--- config.mk ---
export PLATFORM = sky130hd
export DESIGN_NAME = adc_status_tracker
export DESIGN_NICKNAME = d
export VERILOG_FILES = /design/src/rtl/adcst_pkg.sv /design/src/rtl/adcst_clip_flags.sv /design/src/rtl/adcst_result_reg.sv /design/src/rtl/adcst_cal_flag.sv /design/src/rtl/adc_status_tracker.sv
export SDC_FILE = /design/constraint.sdc
export NUM_CORES = 1
export LEC_CHECK = 0
export BUFFER_PORTS_ARGS = -buffer_cell sky130_fd_sc_hd__buf_2
export CORE_ASPECT_RATIO = 0.7
export CORE_MARGIN = 5
export CORE_UTILIZATION = 43
export DETAILED_ROUTE_END_ITERATION = 10
export GPL_TIMING_DRIVEN = 0
export MAX_ROUTING_LAYER = met4
export PLACE_DENSITY = 0.78
export SYNTH_ARGS = -nofsm -noshare
export SYNTH_HDL_FRONTEND = slang
export SYNTH_SLANG_ARGS = --single-unit
--- constraint.sdc ---
create_clock -name clk -period 1.2 [get_ports clk]
set_input_delay 0.24 -clock clk [delete_from_list [all_inputs] [get_ports clk]]
set_output_delay 0.24 -clock clk [all_outputs]
set_load 0.1 [all_outputs]
--- src/rtl/adcst_pkg.sv ---
package adcst_pkg;
   // Bit positions in the software flag word
   localparam int unsigned FW_DONE = 0;
   localparam int unsigned FW_OVR  = 1;
   localparam int unsigned FW_CAL  = 2;
   localparam int unsigned FW_W    = 3;

   // Clip sources, index into the clip vector
   typedef enum logic [0:0] {
      CLIP_SINC = 1'b0,
      CLIP_FAST = 1'b1
   } clip_src_e;

   localparam int unsigned NUM_CLIP = 2;

   typedef struct packed {
      logic done;
      logic ovr;
      logic cal;
   } sw_clr_t;
endpackage

--- src/rtl/adcst_clip_flags.sv ---
module adcst_clip_flags #(
   parameter int unsigned N_SRC = 2
) (
   input  logic             clk,
   input  logic             rst_n,
   input  logic             conv_start_i,
   input  logic [N_SRC-1:0] clip_i,
   output logic [N_SRC-1:0] flag_o
);
   if (N_SRC < 1) begin : g_bad_n
      $error("adcst_clip_flags: N_SRC must be at least 1");
   end

   for (genvar g = 0; g < N_SRC; g++) begin : g_src
      always_ff @(posedge clk or negedge rst_n) begin
         if (!rst_n)
            flag_o[g] <= 1'b0;
         else if (clip_i[g])
            flag_o[g] <= 1'b1;
         else if (conv_start_i)
            flag_o[g] <= 1'b0;
      end

      // a clip strobe always shows as a set flag next cycle
      a_r2_clip_sets: assert property (@(posedge clk) disable iff (!rst_n)
         clip_i[g] |=> flag_o[g]);
      // start without a clip clears the flag
      a_r4_start_clears: assert property (@(posedge clk) disable iff (!rst_n)
         (conv_start_i && !clip_i[g]) |=> !flag_o[g]);
      // sticky when nothing happens
      a_r3_clip_holds: assert property (@(posedge clk) disable iff (!rst_n)
         (!conv_start_i && !clip_i[g]) |=> $stable(flag_o[g]));
   end
endmodule

--- src/rtl/adcst_result_reg.sv ---
module adcst_result_reg #(
   parameter int unsigned RES_W = 24
) (
   input  logic             clk,
   input  logic             rst_n,
   input  logic             conv_done_i,
   input  logic [RES_W-1:0] data_i,
   input  logic             clr_done_i,
   input  logic             clr_ovr_i,
   output logic [RES_W-1:0] result_o,
   output logic             done_o,
   output logic             ovr_o
);
   if (RES_W < 1 || RES_W > 64) begin : g_bad_w
      $error("adcst_result_reg: RES_W out of range 1..64");
   end

   logic pending;
   // A flag still standing at the edge, not cleared in the same cycle
   assign pending = done_o && !clr_done_i;

   always_ff @(posedge clk or negedge rst_n) begin
      if (!rst_n)
         result_o <= '0;
      else if (conv_done_i)
         result_o <= data_i;
   end

   always_ff @(posedge clk or negedge rst_n) begin
      if (!rst_n)
         done_o <= 1'b0;
      else if (conv_done_i)
         done_o <= 1'b1;
      else if (clr_done_i)
         done_o <= 1'b0;
   end

   always_ff @(posedge clk or negedge rst_n) begin
      if (!rst_n)
         ovr_o <= 1'b0;
      else if (conv_done_i && pending)
         ovr_o <= 1'b1;
      else if (clr_ovr_i)
         ovr_o <= 1'b0;
   end

   // every conversion end loads the data and raises the flag
   a_r6_result_load: assert property (@(posedge clk) disable iff (!rst_n)
      conv_done_i |=> (result_o == $past(data_i)) && done_o);
   // a completion on top of a standing flag is an overrun
   a_r7_overrun: assert property (@(posedge clk) disable iff (!rst_n)
      (conv_done_i && done_o && !clr_done_i) |=> ovr_o);
   // result only moves on a completion
   a_r7_result_stable: assert property (@(posedge clk) disable iff (!rst_n)
      !conv_done_i |=> $stable(result_o));
endmodule

--- src/rtl/adcst_cal_flag.sv ---
module adcst_cal_flag (
   input  logic clk,
   input  logic rst_n,
   input  logic cal_done_i,
   input  logic cal_oor_i,
   input  logic clr_i,
   output logic flag_o
);
   always_ff @(posedge clk or negedge rst_n) begin
      if (!rst_n)
         flag_o <= 1'b0;
      else if (cal_done_i && cal_oor_i)
         flag_o <= 1'b1;
      else if (clr_i)
         flag_o <= 1'b0;
   end

   // out-of-range calibration raises the flag
   a_r10_cal_sets: assert property (@(posedge clk) disable iff (!rst_n)
      (cal_done_i && cal_oor_i) |=> flag_o);
   // an in-range calibration never raises it
   a_r10_cal_inrange: assert property (@(posedge clk) disable iff (!rst_n)
      (!flag_o && !(cal_done_i && cal_oor_i)) |=> !flag_o);
endmodule

--- src/rtl/adc_status_tracker.sv ---
module adc_status_tracker
   import adcst_pkg::*;
#(
   parameter int unsigned RES_W = 24
) (
   input  logic             clk,
   input  logic             rst_n,
   input  logic             conv_start_i,
   input  logic             sinc_clip_i,
   input  logic             fast_clip_i,
   input  logic             conv_done_i,
   input  logic [RES_W-1:0] conv_data_i,
   input  logic             cal_done_i,
   input  logic             cal_oor_i,
   input  logic             flag_wr_i,
   input  logic [2:0]       flag_wr_data_i,
   output logic [RES_W-1:0] result_o,
   output logic             done_o,
   output logic             sinc_clip_o,
   output logic             fast_clip_o,
   output logic             ovr_o,
   output logic             cal_err_o,
   output logic             err_o
);
   sw_clr_t             clr;
   logic [NUM_CLIP-1:0] clip_vec;
   logic [NUM_CLIP-1:0] clip_flags;

   // Software clear: a 0 written in a flag's position clears it
   assign clr.done = flag_wr_i && !flag_wr_data_i[FW_DONE];
   assign clr.ovr  = flag_wr_i && !flag_wr_data_i[FW_OVR];
   assign clr.cal  = flag_wr_i && !flag_wr_data_i[FW_CAL];

   assign clip_vec[CLIP_SINC] = sinc_clip_i;
   assign clip_vec[CLIP_FAST] = fast_clip_i;

   adcst_clip_flags #(.N_SRC(NUM_CLIP)) u_clip (
      .clk          (clk),
      .rst_n        (rst_n),
      .conv_start_i (conv_start_i),
      .clip_i       (clip_vec),
      .flag_o       (clip_flags)
   );

   assign sinc_clip_o = clip_flags[CLIP_SINC];
   assign fast_clip_o = clip_flags[CLIP_FAST];

   adcst_result_reg #(.RES_W(RES_W)) u_res (
      .clk         (clk),
      .rst_n       (rst_n),
      .conv_done_i (conv_done_i),
      .data_i      (conv_data_i),
      .clr_done_i  (clr.done),
      .clr_ovr_i   (clr.ovr),
      .result_o    (result_o),
      .done_o      (done_o),
      .ovr_o       (ovr_o)
   );

   adcst_cal_flag u_cal (
      .clk        (clk),
      .rst_n      (rst_n),
      .cal_done_i (cal_done_i),
      .cal_oor_i  (cal_oor_i),
      .clr_i      (clr.cal),
      .flag_o     (cal_err_o)
   );

   assign err_o = (|clip_flags) || ovr_o || cal_err_o;

   // a software write never defeats a same-cycle completion
   a_r9_set_wins: assert property (@(posedge clk) disable iff (!rst_n)
      (conv_done_i && clr.done) |=> done_o);
   // a clear with no competing completion drops the flag
   a_r8_sw_clear: assert property (@(posedge clk) disable iff (!rst_n)
      (clr.done && !conv_done_i) |=> !done_o);
   // a rising aggregate error implies some flag is up
   a_r11_err_source: assert property (@(posedge clk) disable iff (!rst_n)
      $rose(err_o) |-> (sinc_clip_o || fast_clip_o || ovr_o || cal_err_o));
endmodule

==> reports/metrics.cfg <==
[synthesis]
dominantRegCellSynth = dfrtp_1
synth_top_area_cell = dfrtp_1
synth_area_leaders = dfrtp_1 (62%), mux2_4 (22%), mux2_2 (6.7%), a21o_1 (1.9%), buf_12 (1.7%)
synth_compound_area_frac = 0.0424
syn-num-nets = 103
synth_top_area_frac = 0.615
yosys.cell_types.count = 14
yosys_register_bits = 29
ys_async_sr_fraction = 1.00
synth.area.mux_share = 0.283
synth_top_family_by_area = multiplexers
synthTopCellsByCount = dfrtp_1 (29), mux2_4 (17), mux2_2 (7), a21o_1 (3), nand2b_1 (2)
synth_most_common_cell = dfrtp_1
netlist_area_sq_um = 1180
avgSynthCellArea_sq_um = 17.6
synth-simple-area-share = 0.0170
yosysSeqAreaShare = 0.615
synth_edf_count = 0
synthAdderAreaFrac = 0
syn_inst = 67
synth-xor-area-share = 0
yosys_warnings = 0

[grt]
grt_max_degree = 30
antenna_found_initial = 0
overflow = 0
grt_pass1_vias = 898
grt_pass1_wl_um = 4280
grtUsageTotal = 0.157

[route]
post-route-drc-count = 0
initialDrtViolationCount = 19
postRouteAntennaNets = 0
drtPass1Iterations = 4
wl_per_cell_um = 15.5
via_count = 866
detail_route.wirelength_um = 2730
vias_per_cell = 4.92

[worst_hold_path]
holdCritPathClass = in2reg

[clock_network]
cts.sinks = 29
cts_max_path_buffers = 2
cts-root-buf = clkbuf_8
worstSkewPairLatency_ns = 0.27
cts_tree = yes
clk_pin_slew_ns = 0.06
htreeDepth = 2
cts_buffers = 5

[placed_design]
gp_congestion = 0.775
dpl.hpwl_um = 1960
placed_area_sq_um = 1590
io_buffers = 64

[worst_setup_path]
reg2reg_to = u_res.ovr_o
r2r_cells = 2
max_stage_delay_ns = 0.55
worstPathMaxFanout = 2
required_ns = 0.96
cp-end-kind = output port
reg2reg_slack_ns = 0.37
reg2reg_from = u_res.done_o
startpoint = u_clip.flag_o[0]
crit_chain = or4_4 > buf_12
critPathSlowestCell = or4_4
path_class = reg2out
cp_data_arrival_time_ns = 1.40
critPathCapture = err_o
start_kind = register

[cells_and_area]
antennaDiodeCount = 0
area_delta_synth_final_pct = 56.0
nets = 177
fin_area_sq_um = 1840
drive_gt1_frac = 0.923
n_fill_cell = 162

[run_status]
violations = negative setup slack
status = complete, but fails checks

[floorplan]
boundaryPins = 66
die_w_um = 72.6
initial_core_util = 0.466
core_sq_um = 2530
die_area_sq_um = 3910
row_count = 15
die_y_um = 53.8

[power]
leakagePower_uw = 0.000899
power.density_nw_per_um2 = 1750
vdd.ir_drop.worst_uv = 1120
power_uw = 3210

[timing]
finalHoldViolCount = 0
slew_viol_final = 0
fin_ws_ns = -0.442
tns_ns = -0.615
worstMarginPinSlew_ns = 0.631
relSlewSlack = 0.580
setup_viol_count_final = 4
period_share = 1.37
fmaxAchievable_mhz = 609
min_period_ns = 1.64
finalClockSkew_ns = 0.000648
rsz0062_at_grt = true

[run]
drv_cap = 0

[layout by cell type, fill, tap and decap left out, drive strengths merged]
master,instances
a32oi,1
a21o,3
inv,1
clkbuf,7
dfrtp,29
buf,69
or4,1
a22o,1
nand2b,2
a21oi,1
clkinv,1
o21ai,1
mux2,24
dlygate4sd3,1
[per-layer routing]
metal | global-route usage | vias to the layer above | share of wire
met5 | - | - | 0
met4 | 0.0552 | 0 | 0.0070
met3 | 0.0597 | 4 | 0.10
met2 | 0.241 | 51 | 0.46
met1 | 0.191 | 426 | 0.43
li1 | - | 385 | -
[critical path: cells and delay by family, from the launching register on]
kind / cells / cell delay, ns
flip-flops: 1 / 0.40
AND/OR/NAND/NOR: 1 / 0.55
buffers and inverters: 1 / 0.18
[area by class of cell]
| type | instances | area, sq um | area share |
|---|---|---|---|
| multi-input combinational | 34 | 408 | 0.222 |
| timing repair buffer | 67 | 474 | 0.258 |
| clock buffer | 7 | 96.3 | 0.0523 |
| sequential | 29 | 764 | 0.415 |
| clock inverter | 1 | 5.00 | 0.00272 |
| buffer | 3 | 46.3 | 0.0252 |
| tap | 34 | 42.5 | 0.0231 |
| inverter | 1 | 3.75 | 0.00204 |
[per-stage QoR]
| step | util | instances | hold WS, ns | worst slack, ns |
|---|---|---|---|---|
| finish | 0.726 | 176 | 0.145 | -0.442 |
| floorplan | - | 67 | -0.0556 | -0.399 |
| CTS | 0.714 | 175 | 0.138 | -0.451 |
| global route | 0.726 | 176 | 0.134 | -0.464 |
| global placement | 0.626 | 165 | 0.283 | -0.324 |
| detailed placement | 0.626 | 165 | 0.294 | -0.322 |
[how the worst min path moves through the flow]
stage / from / end / slack, ns / cells past startpoint
3_3_place_gp: rst_n / u_res.result_o[12] / 0.28 / 1
5_1_grt: fast_clip_i / u_clip.flag_o[1] / 0.13 / 2
6_report: fast_clip_i / u_clip.flag_o[1] / 0.14 / 2
4_1_cts: fast_clip_i / u_clip.flag_o[1] / 0.14 / 2
3_5_place_dp: rst_n / u_res.result_o[14] / 0.29 / 1
2_1_floorplan: rst_n / u_clip.flag_o[0] / -0.06 / 0
[kinds of logic (layout without fill, tap and decap cells)]
family | count (synthesis) | count (layout)
buffers and inverters | 4 | 79
AOI/OAI and AO/OA | 7 | 7
and+or+nand+nor | 3 | 3
muxes | 24 | 24
DFF | 29 | 29
[flip-flops by register name, indices dropped and copies added (netlist names)]
register        cells
u_res.ovr_o         1
u_clip.flag_o       2
u_res.done_o        1
u_cal.flag_o        1
u_res.result_o     24
[repair_timing]
action                                 CTS  global route
setup endpoints to repair               30             8
pin swaps                                1             1
hold buffers                             1             0
endpoints found under the hold margin   29             0
gates resized for setup                 37             6
buffers inserted                         1             1
[power breakdown]
| group | switching, uW | total (uW) | internal [uW] | leakage [uW] |
|---|---|---|---|---|
| Clock | 357 | 874 | 517 | 0.0000542 |
| Combinational | 862 | 1190 | 323 | 0.000538 |
| Sequential | 61.5 | 1150 | 1090 | 0.000306 |
Power figures use the tool's default switching activity.
